File: config.mk
export PLATFORM = sky130hd
export DESIGN_NAME = sclTimingGen
export DESIGN_NICKNAME = d
export VERILOG_FILES = /design/src/rtl/sclTimingPkg.sv /design/src/rtl/sclTimingCtrl.sv /design/src/rtl/sclTimingPath.sv /design/src/rtl/sclTimingGen.sv
export SDC_FILE = /design/constraint.sdc
export NUM_CORES = 1
export LEC_CHECK = 0
export ABC_AREA = 1
export BUFFER_PORTS_ARGS = -buffer_cell sky130_fd_sc_hd__buf_4
export CORE_UTILIZATION = 55
export DETAILED_ROUTE_END_ITERATION = 10
export GPL_TIMING_DRIVEN = 0
export PLACE_DENSITY_LB_ADDON = 0.12
export RECOVER_POWER = 50
export SLEW_MARGIN = 20
export SYNTH_ARGS = -nofsm -noshare
export SYNTH_HDL_FRONTEND = slang
export SYNTH_HIERARCHICAL = 1
export SYNTH_SLANG_ARGS = --single-unit
export TNS_END_PERCENT = 10
File: constraint.sdc
create_clock -name clk -period 5.3 [get_ports clk]
set_input_delay 0.795 -clock clk [delete_from_list [all_inputs] [get_ports clk]]
set_output_delay 0.795 -clock clk [all_outputs]
set_load 0.01 [all_outputs]
File: src/rtl/sclTimingPkg.sv
package sclTimingPkg;
  // Strobes from the control half to the counting datapath.
  typedef struct packed {
    logic run;      // counters advance; low clears them
    logic loadCfg;  // capture a new configuration word
  } sclCtrl_t;
endpackage

File: src/rtl/sclTimingCtrl.sv
module sclTimingCtrl
  import sclTimingPkg::*;
(
  input  logic     enable,
  input  logic     periodEnd,
  output sclCtrl_t ctrl
);
  // Configuration is accepted only at a period boundary or while idle.
  always_comb begin
    ctrl.run     = enable;
    ctrl.loadCfg = !enable || periodEnd;
  end
endmodule

File: src/rtl/sclTimingPath.sv
module sclTimingPath
  import sclTimingPkg::*;
#(
  parameter int PRE_W       = 3,
  parameter int GAP_W       = 6,
  parameter int COMP_CYCLES = 5,
  parameter int CNT_W       = 10
) (
  input  logic                   clk,
  input  logic                   rstN,
  input  logic [PRE_W+GAP_W-1:0] cfgWord,
  input  sclCtrl_t               ctrl,
  output logic                   refTick,
  output logic                   periodEnd,
  output logic                   sclOut,
  output logic                   midLowTick,
  output logic                   midHighTick
);
  localparam int CFG_W = PRE_W + GAP_W;

  logic [PRE_W-1:0] divQ;
  logic [GAP_W-1:0] gapQ;
  logic [PRE_W-1:0] preCnt;
  logic [CNT_W-1:0] phaseCnt;

  logic [CNT_W-1:0] lowLen;
  logic [CNT_W-1:0] highLen;
  logic [CNT_W-1:0] lastIdx;
  logic [CNT_W-1:0] midLowIdx;
  logic [CNT_W-1:0] midHighIdx;

  always_comb begin
    lowLen     = CNT_W'(10) + (CNT_W'(gapQ) << 2);
    highLen    = lowLen + CNT_W'(COMP_CYCLES);
    lastIdx    = lowLen + highLen - CNT_W'(1);
    midLowIdx  = lowLen >> 1;
    midHighIdx = lowLen + (highLen >> 1);
  end

  assign refTick     = ctrl.run && (preCnt == divQ);
  assign periodEnd   = refTick && (phaseCnt == lastIdx);
  assign midLowTick  = refTick && (phaseCnt == midLowIdx);
  assign midHighTick = refTick && (phaseCnt == midHighIdx);
  assign sclOut      = !ctrl.run || (phaseCnt >= lowLen);

  always_ff @(posedge clk or negedge rstN) begin
    if (!rstN) begin
      divQ <= '0;
      gapQ <= '0;
    end else if (ctrl.loadCfg) begin
      divQ <= cfgWord[PRE_W-1:0];
      gapQ <= cfgWord[CFG_W-1:PRE_W];
    end
  end

  always_ff @(posedge clk or negedge rstN) begin
    if (!rstN) begin
      preCnt   <= '0;
      phaseCnt <= '0;
    end else if (!ctrl.run) begin
      preCnt   <= '0;
      phaseCnt <= '0;
    end else if (refTick) begin
      preCnt   <= '0;
      phaseCnt <= periodEnd ? '0 : phaseCnt + CNT_W'(1);
    end else begin
      preCnt <= preCnt + PRE_W'(1);
    end
  end
endmodule

File: src/rtl/sclTimingGen.sv
module sclTimingGen
  import sclTimingPkg::*;
#(
  parameter int PRE_W       = 3,
  parameter int GAP_W       = 6,
  parameter int COMP_CYCLES = 5
) (
  input  logic                   clk,
  input  logic                   rstN,
  input  logic                   enable,
  input  logic [PRE_W+GAP_W-1:0] cfgWord,
  output logic                   refTick,
  output logic                   sclOut,
  output logic                   midLowTick,
  output logic                   midHighTick,
  output logic                   periodEnd
);
  localparam int MAX_PERIOD = 20 + 8 * ((1 << GAP_W) - 1) + COMP_CYCLES;
  localparam int CNT_W      = $clog2(MAX_PERIOD + 1);

  sclCtrl_t ctrl;

  sclTimingCtrl u_ctrl (
    .enable   (enable),
    .periodEnd(periodEnd),
    .ctrl     (ctrl)
  );

  sclTimingPath #(
    .PRE_W      (PRE_W),
    .GAP_W      (GAP_W),
    .COMP_CYCLES(COMP_CYCLES),
    .CNT_W      (CNT_W)
  ) u_path (
    .clk        (clk),
    .rstN       (rstN),
    .cfgWord    (cfgWord),
    .ctrl       (ctrl),
    .refTick    (refTick),
    .periodEnd  (periodEnd),
    .sclOut     (sclOut),
    .midLowTick (midLowTick),
    .midHighTick(midHighTick)
  );
endmodule

==> load_flow_metrics.sql, run 1 <==
INSERT INTO impl_metrics (metric_group, metric, value, unit) VALUES
('setup_path', 'timing.setup.critical_path_class', 'register to primary output', ''),
('drt', 'postRouteAntennaNets', '0', ''),
('clock_tree', 'post_cts.resized_instances', '0', ''),
('global_route', 'vias_in_the_first_global_route', '2541', ''),
('timing', 'period_minus_slack', '4.72', 'ns'),
('die', 'die_x', '71.0', 'um'),
('die', 'io_pins', '17', ''),
('global_route', 'maximum_number_of_pins_on_one_net_before_global_route_repair', '23', ''),
('setup_path', 'timing.critical_path.cells', 'ha_1 > xor2_2 > inv_2 > nor3_1 > nand3_1 > ha_1 > inv_1 > xor2_1 > inv_1 > ha_1 > nand2_1 > or2_1 > nand3_1 > nor2_1 > nor2_2 > nand3_4 > nor2_1 > buf_4', ''),
('setup_path', 'critical-path-max-stage-delay', '0.50', 'ns'),
('drt', 'routedWlPerCell', '13.4', 'um'),
('synthesis', 'postSynth.asyncResetShare', '100', '%'),
('drt', 'vias', '2566', ''),
('synthesis', 'post_synthesis_share_of_cell_area_spent_on_and_or_nand_and_nor_gates', '37.5', '%'),
('synthesis', 'synth_top_cell_by_area', 'sky130_fd_sc_hd__dfrtp_1', ''),
('timing', 'max_clock_freq', '212', 'MHz'),
('setup_path', 'cp_data_required_time', '4.51', 'ns'),
('global_route', 'globalRoute.totalOverflow', '0', ''),
('clock_tree', 'cts_tree', 'built', ''),
('global_route', 'initial_antenna_violation_count', '0', ''),
('placed_design', 'place.detailed.instances', '468', ''),
('drt', 'route.detailed.drc', '0', ''),
('finish', 'finalNonFillerCells', '472', ''),
('finish', 'finalNetCount', '467', ''),
('timing', 'timing.hold.ws', '0.481', 'ns'),
('setup_path', 'setup.worst_path.end_class', 'primary output', ''),
('timing', 'worst_pin_slew', '1.21', 'ns'),
('timing', 'finalMaxSlewViolations', '0', ''),
('synthesis', 'postSynthNetCount', '446', ''),
('setup_path', 'crit_family', 'simple AND/OR/NAND/NOR gates', ''),
('clock_tree', 'cts_stage_hold_buffer_count', '0', ''),
('synthesis', 'synthMuxAreaShare', '1.29', '%'),
('die', 'die_h', '71.0', 'um'),
('synthesis', 'synth-compound-area-share', '7.27', '%'),
('drt', 'route.detailed.vias_per_inst', '5.44', ''),
('setup_path', 'highest_delay_cell_along_the_critical_path', 'sky130_fd_sc_hd__dfrtp_1', ''),
('clock_tree', 'clkSlewWorstSetupHoldPaths', '0.08', 'ns'),
('setup_path', 'critical_path_peak_fanout', '9', ''),
('drt', 'first_iter_violations', '162', ''),
('global_route', 'grt.total_usage', '27.6', '%'),
('clock_tree', 'cts_htree_levels', '1', ''),
('finish', 'flow.area_growth_from_synthesis', '9.66', '%'),
('setup_path', 'worstPathArrival', '3.93', 'ns'),
('timing', 'fin_worst_skew', '0.00410', 'ns'),
('synthesis', 'synth.top_cell.area_share', '21.0', '%'),
('synthesis', 'share_of_the_yosys_chip_area_belonging_to_registers', '21.0', '%'),
('power', 'final_total_pwr', '0.000739', 'W'),
('timing', 'rsz_0062_raised_after_global_routing', 'false', ''),
('power', 'total_leakage_power', '1.57', 'nW'),
('timing', 'post_route_fraction_of_the_period_consumed_by_the_critical_path', '89.1', '%'),
('run_status', 'outcome', 'completed', ''),
('clock_tree', 'clock_tree.root_cell', 'sky130_fd_sc_hd__clkbuf_8', ''),
('die', 'floorplan.initialDensity', '58.5', '%'),
('synthesis', 'dominant_combinational_cell_family_by_area_after_synthesis', 'simple AND/OR/NAND/NOR gates', ''),
('die', 'core.rowCount', '24', ''),
('synthesis', 'yosys_register_bits', '22', ''),
('synthesis', 'number_of_library_cell_types_mapped_by_synthesis', '37', ''),
('finish', 'final_util', '64.1', '%'),
('die', 'total_core_area', '4470', 'um2'),
('finish', 'layout.cells.most_common_list', 'sky130_fd_sc_hd__nand2_1, sky130_fd_sc_hd__inv_1, sky130_fd_sc_hd__ha_1, sky130_fd_sc_hd__nand3_1, sky130_fd_sc_hd__nor2_1', ''),
('placed_design', 'place_hpwl', '4.86', 'mm'),
('timing', 'setup_viol', '0', ''),
('power', 'power_density', '258', 'nW/um2'),
('synthesis', 'post_synth_xor_area_fraction', '6.31', '%'),
('finish', 'fillers', '433', ''),
('synthesis', 'synthesis.area_per_instance', '6.54', 'um2'),
('setup_path', 'number_of_buffers_and_inverters_on_the_critical_path', '4', ''),
('power', 'max-vdd-ir-drop', '176', 'uV'),
('drt', 'dr.pass1.iters', '5', ''),
('finish', 'mostFrequentLayoutCell', 'sky130_fd_sc_hd__nand2_1', ''),
('finish', 'drive_above_1_share', '10.7', '%');
cells by family after synthesis:
| family | after synthesis |
|---|---|
| AO/OA/AOI/OAI | 35 |
| AND/OR/NAND/NOR | 220 |
| multiplexers | 3 |
| other | 1 |
| adder cells (fa/ha/maj) | 34 |
| flip-flops | 22 |
| XOR/XNOR | 18 |
| buffers and inverters | 67 |
metal layers:
metal,wire (um),global-route usage (%)
met1,2820,35.5
met5,0,0
met3,348,1.99
met4,108,9.11
met2,3020,49.3
cells in the mapped netlist, types with 2 or more instances:
library cell               number
sky130_fd_sc_hd__nor3_1         6
sky130_fd_sc_hd__xnor2_1        6
sky130_fd_sc_hd__nand2_1      127
sky130_fd_sc_hd__nor2_2         4
sky130_fd_sc_hd__xor2_1        11
sky130_fd_sc_hd__inv_1         56
sky130_fd_sc_hd__mux2_2         3
sky130_fd_sc_hd__nand4_1        9
sky130_fd_sc_hd__a21oi_1       20
sky130_fd_sc_hd__nor2_1        29
sky130_fd_sc_hd__ha_1          34
sky130_fd_sc_hd__o211ai_1       2
sky130_fd_sc_hd__nand2_2        4
sky130_fd_sc_hd__nand3b_1       2
sky130_fd_sc_hd__o21ai_0        9
sky130_fd_sc_hd__dfrtp_1       22
sky130_fd_sc_hd__buf_2          2
sky130_fd_sc_hd__nand3_1       31
sky130_fd_sc_hd__inv_2          5
final timing paths:
check,slack (ns),cells past startpoint,start,end
worst max-delay path,0.58,18,u_path/gapQ[1],periodEnd
worst min-delay path,0.48,1,u_path/preCnt[0],u_path/preCnt[0]
worst max register to register,0.91,21,u_path/gapQ[1],u_path/gapQ[2]
worst min register to register,0.48,1,u_path/preCnt[0],u_path/preCnt[0]
max in group asynchronous,3.83,1,rstN,u_path/gapQ[2]
min in group asynchronous,0.76,1,rstN,u_path/divQ[1]
where the power goes:
part           internal, W  switching (W)  leakage, nW
sequential        0.000179      0.0000131        0.287
combinational     0.000146       0.000246         1.25
clock             0.000101      0.0000546       0.0357
total             0.000426       0.000313         1.57
registers in the layout, indices dropped and copies added, names as in the netlist:
name	count
u_path/divQ	3
u_path/gapQ	6
u_path/phaseCnt	10
u_path/preCnt	3
final cells by class:
type / instances / area, um2 / share of cell area, %
Tap cell: 52 / 65.1 / 2.27
Sequential cell: 22 / 551 / 19.2
Buffer: 5 / 35.0 / 1.22
Inverter: 62 / 233 / 8.11
Timing Repair Buffer: 16 / 116 / 4.05
Clock buffer: 3 / 41.3 / 1.44
Clock inverter: 1 / 30.0 / 1.05
Multi-Input combinational cell: 311 / 1800 / 62.7
per-stage QoR:
| step | area [um2] | setup WS (ns) |
|---|---|---|
| floorplan | 2620 | 1.44 |
| global placement | 2800 | 0.937 |
| detailed placement | 2800 | 0.875 |
| CTS | 2870 | 0.565 |
| global route | 2870 | 0.232 |
| finish | 2870 | 0.576 |
Note: power is estimated with default switching activity, not from simulation.
==> run 2: changes to the inputs <==
--- a/config.mk
+++ b/config.mk
@@ -5,9 +5,9 @@
 export SDC_FILE = /design/constraint.sdc
 export NUM_CORES = 1
 export LEC_CHECK = 0
-export ABC_AREA = 1
+export ABC_AREA = 0
 export BUFFER_PORTS_ARGS = -buffer_cell sky130_fd_sc_hd__buf_4
-export CORE_UTILIZATION = 55
+export CORE_UTILIZATION = 61
 export DETAILED_ROUTE_END_ITERATION = 10
 export GPL_TIMING_DRIVEN = 0
 export PLACE_DENSITY_LB_ADDON = 0.12
==> run 2 against run 1 <==
Net effect:
- sequential power up 3%
- hold slack barely moved
- register-to-register slack got worse by 0.41 ns
- total power rose by 0.54%
- final cell count shrank 25%
- area after synthesis down 7.9%
- via count is 19% lower
- synthesized cell count down 30%
- die area down 16%
- wire length decreased by 13%
- core utilization grew 8.0 points
- flip-flop and latch count unchanged
- largest cell class unchanged
==> load_flow_metrics.sql, run 2 <==
INSERT INTO impl_metrics (metric_group, metric, value, unit) VALUES
('die', 'floorplan.initialDensity', '64.9', '%'),
('finish', 'antenna_cells_inserted', '0', ''),
('clock_tree', 'cts-buffers-inserted', '3', ''),
('setup_path', 'number_of_buffers_and_inverters_on_the_critical_path', '5', ''),
('hold_path', 'timing.hold.worst_endpoint', 'u_path/preCnt[0]', ''),
('drt', 'dr.pass1.iters', '4', ''),
('drt', 'route.detailed.drc', '0', ''),
('die', 'total_core_area', '3720', 'um2'),
('clock_tree', 'clock_tree.buffer_depth', '2', ''),
('timing', 'post_route_fraction_of_the_period_consumed_by_the_critical_path', '96.7', '%'),
('timing', 'fin_worst_skew', '0.0108', 'ns'),
('global_route', 'initial_antenna_violation_count', '0', ''),
('drt', 'routedWlPerCell', '15.5', 'um'),
('finish', 'final_util', '72.2', '%'),
('global_route', 'global_route.usage.met2', '51.2', '%'),
('setup_path', 'highest_delay_cell_along_the_critical_path', 'sky130_fd_sc_hd__dfrtp_1', ''),
('synthesis', 'synthesis.area_per_instance', '8.55', 'um2'),
('drt', 'postRouteAntennaNets', '0', ''),
('timing', 'worst_slack', '0.176', 'ns'),
('die', 'die_x', '64.9', 'um'),
('finish', 'flow.area_growth_from_synthesis', '11.2', '%'),
('setup_path', 'ff2ff_setup_slack', '0.50', 'ns'),
('drt', 'route.detailed.vias_per_inst', '5.90', ''),
('placed_design', 'dpl_worst_slack', '0.287', 'ns'),
('synthesis', 'synth_edf_count', '0', ''),
('die', 'io_pins', '17', ''),
('setup_path', 'timing.critical_path.cells', 'clkbuf_4 > inv_1 > ha_1 > inv_1 > nand3_1 > or3_1 > ha_1 > inv_1 > xnor2_1 > ha_2 > xor2_4 > and3_4 > a2111oi_4 > nand3_2 > and3_4 > and2_2 > buf_4', ''),
('drt', 'first_iter_violations', '87', ''),
('finish', 'reg.largest.list', 'u_path/phaseCnt (10), u_path/gapQ (6)', ''),
('job', 'max-cap-violations', '0', ''),
('synthesis', 'yosys.cell_count.top_type', 'sky130_fd_sc_hd__ha_1', ''),
('hold_path', 'holdPathStages', '1', ''),
('timing', 'tns', '0', 'ns'),
('synthesis', 'synthesis.area', '2410', 'um2'),
('clock_tree', 'cts_stage_hold_buffer_count', '0', ''),
('power', 'max-vdd-ir-drop', '192', 'uV'),
('synthesis', 'post_synth_main_area_contributors', 'sky130_fd_sc_hd__dfrtp_1, sky130_fd_sc_hd__ha_1, sky130_fd_sc_hd__xnor2_1, sky130_fd_sc_hd__xor2_1, sky130_fd_sc_hd__inv_1', ''),
('setup_path', 'r2r-start', 'u_path/gapQ[1]', ''),
('synthesis', 'synth-main-ff-cell', 'sky130_fd_sc_hd__dfrtp_1', ''),
('timing', 'period_minus_slack', '5.12', 'ns'),
('run_status', 'outcome', 'completed', ''),
('finish', 'max_flop_register', 'u_path/phaseCnt', ''),
('timing', 'final_hold_viol_count', '0', ''),
('global_route', 'globalRoute.totalOverflow', '0', ''),
('clock_tree', 'numClockSinks', '22', ''),
('finish', 'finalNetCount', '351', ''),
('setup_path', 'setup.worst_path.end_class', 'primary output', ''),
('clock_tree', 'clock_tree.root_cell', 'sky130_fd_sc_hd__clkbuf_8', ''),
('synthesis', 'postSynthNetCount', '328', ''),
('finish', 'max_ffs_per_register', '10', ''),
('die', 'core.rowCount', '22', ''),
('placed_design', 'post_dp_cell_area', '2590', 'um2'),
('synthesis', 'yosysWarningCount', '6', ''),
('synthesis', 'postSynth.asyncResetShare', '100', '%'),
('global_route', 'fraction_of_met1_tracks_used_by_global_routing', '34.2', '%'),
('drt', 'finalWirelength', '5.46', 'mm'),
('placed_design', 'port_buffers', '16', ''),
('finish', 'mostFrequentLayoutCell', 'sky130_fd_sc_hd__ha_1', ''),
('setup_path', 'timing.setup.critical_path_class', 'register to primary output', ''),
('synthesis', 'number_of_library_cell_types_mapped_by_synthesis', '44', ''),
('power', 'total_leakage_power', '1.23', 'nW'),
('synthesis', 'synth_top_cell_by_area', 'sky130_fd_sc_hd__dfrtp_1', ''),
('synthesis', 'netlist_top_cells_count', 'sky130_fd_sc_hd__ha_1, sky130_fd_sc_hd__xnor2_1, sky130_fd_sc_hd__dfrtp_1', ''),
('global_route', 'global_route.peak_usage_layer', 'met2', ''),
('clock_tree', 'cts_tree', 'built', ''),
('synthesis', 'share_of_the_yosys_chip_area_belonging_to_registers', '22.8', '%'),
('finish', 'layout.cells.most_common_list', 'sky130_fd_sc_hd__ha_1, sky130_fd_sc_hd__xnor2_1, sky130_fd_sc_hd__dfrtp_1, sky130_fd_sc_hd__inv_1, sky130_fd_sc_hd__nand2_1', ''),
('power', 'final_total_pwr', '0.000743', 'W'),
('timing', 'max_clock_freq', '195', 'MHz'),
('global_route', 'global_route_wire_length_before_repair', '9.05', 'mm'),
('setup_path', 'critical-path-max-stage-delay', '0.41', 'ns'),
('global_route', 'maximum_number_of_pins_on_one_net_before_global_route_repair', '23', ''),
('timing', 'max-slew-margin-rel', '22.3', '%'),
('clock_tree', 'clock_insertion_delay_worst_skew', '0.27', 'ns'),
('die', 'die_h', '64.9', 'um'),
('placed_design', 'place_hpwl', '4.29', 'mm'),
('clock_tree', 'clkSlewWorstSetupHoldPaths', '0.09', 'ns'),
('synthesis', 'synth.top_cell.area_share', '22.8', '%'),
('setup_path', 'crit_family', 'simple AND/OR/NAND/NOR gates', ''),
('setup_path', 'critical_path_peak_fanout', '6', ''),
('clock_tree', 'cts_htree_levels', '1', ''),
('finish', 'final_area', '2680', 'um2'),
('setup_path', 'worstSetupStartpointType', 'register', ''),
('timing', 'setup_viol', '0', ''),
('setup_path', 'reg2reg_to', 'u_path/gapQ[4]', ''),
('synthesis', 'synthCells', '282', ''),
('setup_path', 'critical_path.most_common_cell', 'sky130_fd_sc_hd__inv_1', ''),
('global_route', 'grt.total_usage', '28.1', '%'),
('timing', 'worst_pin_slew', '1.16', 'ns'),
('placed_design', 'gp_congestion', '0.851', ''),
('global_route', 'gr-usage-met3', '2.46', '%'),
('hold_path', 'hold_start', 'u_path/preCnt[0]', ''),
('power', 'power_density', '277', 'nW/um2'),
('die', 'die_area', '4210', 'um2'),
('setup_path', 'worstPathArrival', '4.33', 'ns'),
('synthesis', 'yosys_register_bits', '22', ''),
('finish', 'drive_above_1_share', '16.4', '%'),
('global_route', 'vias_in_the_first_global_route', '2036', ''),
('drt', 'vias', '2078', ''),
('setup_path', 'cp_data_required_time', '4.51', 'ns'),
('timing', 'finalMaxSlewViolations', '0', ''),
('hold_path', 'timing.hold.worst.class', 'register to register', ''),
('setup_path', 'worst-r2r-cell-count', '19', '');
## run 2: changes by cell type after synthesis, sizes merged, moves of 5 or more
cell and delta:
nand2 -110, and3 +8, nor2 -18, nand3 -18, xnor2 +22, a21oi -5
inv -40, o21ai +7, nand2b +5
## run 2: area by class of cell
cell class                      count  area, um2
Sequential cell                    22        551
Tap cell                           48       60.1
Clock buffer                        4       55.1
Timing Repair Buffer               18        131
Buffer                             13       65.1
Multi-Input combinational cell    226       1740
Inverter                           21       78.8
Fill cell                         318       1030
## run 2: worst max-delay path by stage
stage	startpoint	to	slack [ns]	cells after the start
4_1_cts	u_path/gapQ[1]	periodEnd	0.04	16
3_3_place_gp	u_path/gapQ[1]	periodEnd	0.37	15
3_5_place_dp	u_path/gapQ[2]	periodEnd	0.29	15
2_1_floorplan	u_path/gapQ[1]	periodEnd	0.90	14
5_1_grt	u_path/gapQ[1]	periodEnd	-0.04	17
6_report	u_path/gapQ[1]	periodEnd	0.18	17
## run 2: cells by family after synthesis
logic type	synth area share, %
AOI/OAI and AO/OA	14.2
xor gates and xnor gates	15.7
other	0.156
DFF	22.8
and+or+nand+nor	19.4
adders and majority gates	17.6
muxes	4.10
buffers and inverters	6.02
## run 2: power breakdown
part,internal (W),switching [W],leakage (nW)
Clock,0.0000663,0.0000572,0.0288
Combinational,0.000185,0.000238,0.913
Sequential,0.000181,0.0000158,0.285
## run 2: repair_timing
action                                  4_1_cts  5_1_grt
resized for setup                             1        4
buffers inserted                              0        2
endpoints found under the setup margin        1        1
## run 2: per-layer routing
metal | part of all wire (%) | up-vias
met2 | 50 | 53
li1 | - | 1025
met5 | 0 | -
met3 | 4.1 | 13
met1 | 44 | 987
met4 | 2.1 | 0
## run 2: metrics by stage
stage | instances | hold WS, ns
after CTS | 350 | 0.408
after detailed placement | 346 | 0.472
final | 352 | 0.480
after floorplan | 282 | 0.451
after global placement | 346 | 0.474
after global routing | 352 | 0.500
==> run 3: changes to the inputs <==
--- a/config.mk
+++ b/config.mk
@@ -7,6 +7,8 @@
 export LEC_CHECK = 0
 export ABC_AREA = 0
 export BUFFER_PORTS_ARGS = -buffer_cell sky130_fd_sc_hd__buf_4
+export CORE_ASPECT_RATIO = 0.6
+export CORE_MARGIN = 4
 export CORE_UTILIZATION = 61
 export DETAILED_ROUTE_END_ITERATION = 10
 export GPL_TIMING_DRIVEN = 0
==> run 3 against run 2 <==
Net effect:
- largest power group unchanged
- sequential share of layout area fell by 0.48 points
- critical path type unchanged
- core utilization increased by 1.3 points
- count of clock-buffer cells in the layout fell by 1
- largest cell class unchanged
- final area is 2.6% higher
==> load_flow_metrics.sql, run 3 (synthesis gave the netlist of run 2 again) <==
INSERT INTO impl_metrics (metric_group, metric, value, unit) VALUES
('global_route', 'initial_antenna_violation_count', '0', ''),
('power', 'power_density', '291', 'nW/um2'),
('setup_path', 'critical_path.startpoint', 'u_path/gapQ[1]', ''),
('finish', 'mostFrequentLayoutCell', 'sky130_fd_sc_hd__ha_1', ''),
('timing', 'fin_worst_skew', '0.00563', 'ns'),
('finish', 'max_flop_register', 'u_path/phaseCnt', ''),
('timing', 'period_minus_slack', '5.08', 'ns'),
('clock_tree', 'clock_tree.buffer_depth', '2', ''),
('drt', 'postRouteAntennaNets', '0', ''),
('setup_path', 'setup.worst_path.end_class', 'primary output', ''),
('setup_path', 'timing.setup.critical_path_class', 'register to primary output', ''),
('die', 'die_h', '56.7', 'um'),
('finish', 'antenna_cells_inserted', '0', ''),
('clock_tree', 'numClockSinks', '22', ''),
('drt', 'routedWlPerCell', '17.0', 'um'),
('timing', 'setup_viol', '0', ''),
('finish', 'layout.cells.most_common_list', 'sky130_fd_sc_hd__ha_1, sky130_fd_sc_hd__xnor2_1, sky130_fd_sc_hd__nand2_1, sky130_fd_sc_hd__dfrtp_1, sky130_fd_sc_hd__inv_1', ''),
('die', 'total_core_area', '3740', 'um2'),
('placed_design', 'place_hpwl', '4.57', 'mm'),
('global_route', 'vias_in_the_first_global_route', '1959', ''),
('die', 'die_x', '89.2', 'um'),
('clock_tree', 'clock_tree.root_cell', 'sky130_fd_sc_hd__clkbuf_8', ''),
('timing', 'finalMaxSlewViolations', '0', ''),
('finish', 'flow.area_growth_from_synthesis', '14.1', '%'),
('timing', 'max_clock_freq', '197', 'MHz'),
('finish', 'reg.largest.list', 'u_path/phaseCnt (10), u_path/gapQ (6)', ''),
('timing', 'max-slew-margin-rel', '20.6', '%'),
('timing', 'worst_pin_slew', '1.19', 'ns'),
('setup_path', 'number_of_buffers_and_inverters_on_the_critical_path', '5', ''),
('drt', 'dr.pass1.iters', '6', ''),
('run_status', 'outcome', 'completed', ''),
('setup_path', 'highest_delay_cell_along_the_critical_path', 'sky130_fd_sc_hd__or3_1', ''),
('setup_path', 'r2r-start', 'u_path/gapQ[1]', ''),
('finish', 'final_util', '73.5', '%'),
('clock_tree', 'cts_htree_levels', '1', ''),
('drt', 'route.detailed.vias_per_inst', '6.14', ''),
('timing', 'post_route_fraction_of_the_period_consumed_by_the_critical_path', '95.8', '%'),
('clock_tree', 'cts_tree', 'built', ''),
('finish', 'finalNetCount', '353', ''),
('setup_path', 'critical-path-max-stage-delay', '0.42', 'ns'),
('placed_design', 'gp_congestion', '0.877', ''),
('clock_tree', 'clock_insertion_delay_worst_skew', '0.27', 'ns'),
('global_route', 'grt.total_usage', '24.6', '%'),
('die', 'die_area', '5060', 'um2'),
('power', 'max-vdd-ir-drop', '195', 'uV'),
('finish', 'max_ffs_per_register', '10', ''),
('timing', 'tns', '0', 'ns'),
('drt', 'route.detailed.drc', '0', ''),
('job', 'max-cap-violations', '0', ''),
('setup_path', 'critical_path_peak_fanout', '6', ''),
('die', 'floorplan.initialDensity', '64.4', '%'),
('drt', 'first_iter_violations', '260', ''),
('hold_path', 'timing.hold.worst.class', 'register to register', ''),
('die', 'core.rowCount', '17', ''),
('global_route', 'globalRoute.totalOverflow', '0', ''),
('finish', 'drive_above_1_share', '18.3', '%'),
('die', 'io_pins', '17', ''),
('setup_path', 'worstPathArrival', '4.28', 'ns'),
('drt', 'vias', '2169', ''),
('clock_tree', 'cts-buffers-inserted', '3', ''),
('placed_design', 'port_buffers', '16', ''),
('setup_path', 'crit_family', 'simple AND/OR/NAND/NOR gates', ''),
('setup_path', 'timing.critical_path.cells', 'buf_2 > clkinvlp_4 > ha_4 > inv_1 > nand3_1 > or3_1 > ha_1 > inv_1 > xnor2_1 > ha_2 > xor2_4 > and3_4 > a2111oi_4 > nand3_2 > and3_4 > and2_2 > buf_4', ''),
('global_route', 'maximum_number_of_pins_on_one_net_before_global_route_repair', '23', ''),
('timing', 'timing.hold.ws', '0.507', 'ns'),
('global_route', 'global_route_wire_length_before_repair', '9.72', 'mm'),
('setup_path', 'cp_data_required_time', '4.51', 'ns'),
('drt', 'finalWirelength', '6.01', 'mm'),
('setup_path', 'worstSetupStartpointType', 'register', ''),
('power', 'total_leakage_power', '1.24', 'nW'),
('timing', 'final_hold_viol_count', '0', ''),
('hold_path', 'hold_start', 'u_path/preCnt[0]', ''),
('clock_tree', 'clkSlewWorstSetupHoldPaths', '0.08', 'ns');
## run 3: repair_timing
item	in CTS	in global routing
hold buffers	0	0
resized for setup	0	10
endpoints found under the setup margin	0	7
buffers inserted	0	4
## run 3: layout make-up
type | count | area [um2]
multi-input combinational | 226 | 1780
clock inverter | 1 | 30.0
buffer | 13 | 62.6
tap | 47 | 58.8
clock buffer | 3 | 41.3
sequential | 22 | 552
timing repair buffer | 20 | 146
fill | 290 | 992
inverter | 21 | 82.6
## run 3: worst paths after layout
kind,to,slack (ns),depth (start not counted)
max,periodEnd,0.22,17
min,u_path/preCnt[0],0.51,1
max reg2reg,u_path/gapQ[5],0.50,19
min reg2reg,u_path/preCnt[0],0.51,1
max in group asynchronous,u_path/gapQ[2],3.77,1
min in group asynchronous,u_path/phaseCnt[9],0.74,1
## run 3: power breakdown
group / switching (W) / internal, W / leakage (nW)
Sequential: 0.0000188 / 0.000181 / 0.284
Clock: 0.0000607 / 0.000101 / 0.0357
Combinational: 0.000246 / 0.000193 / 0.920
Total: 0.000326 / 0.000474 / 1.24
## run 3: per-stage QoR
stage	power, W	cell area [um2]	std cells	setup slack (ns)
3_5_place_dp	0.000614	2590	345	0.328
2_1_floorplan	0.000527	2410	282	0.902
4_1_cts	0.000776	2660	349	0.00335
3_3_place_gp	0.000599	2590	345	0.367
6_report	0.000800	2750	353	0.221
5_1_grt	0.000865	2750	353	-0.0493
## run 3: per-layer routing
layer / global-route usage [%] / routed length, um
met5: 0 / 0
met4: 1.27 / 51
met3: 4.55 / 496
met2: 32.7 / 2480
met1: 41.5 / 2980
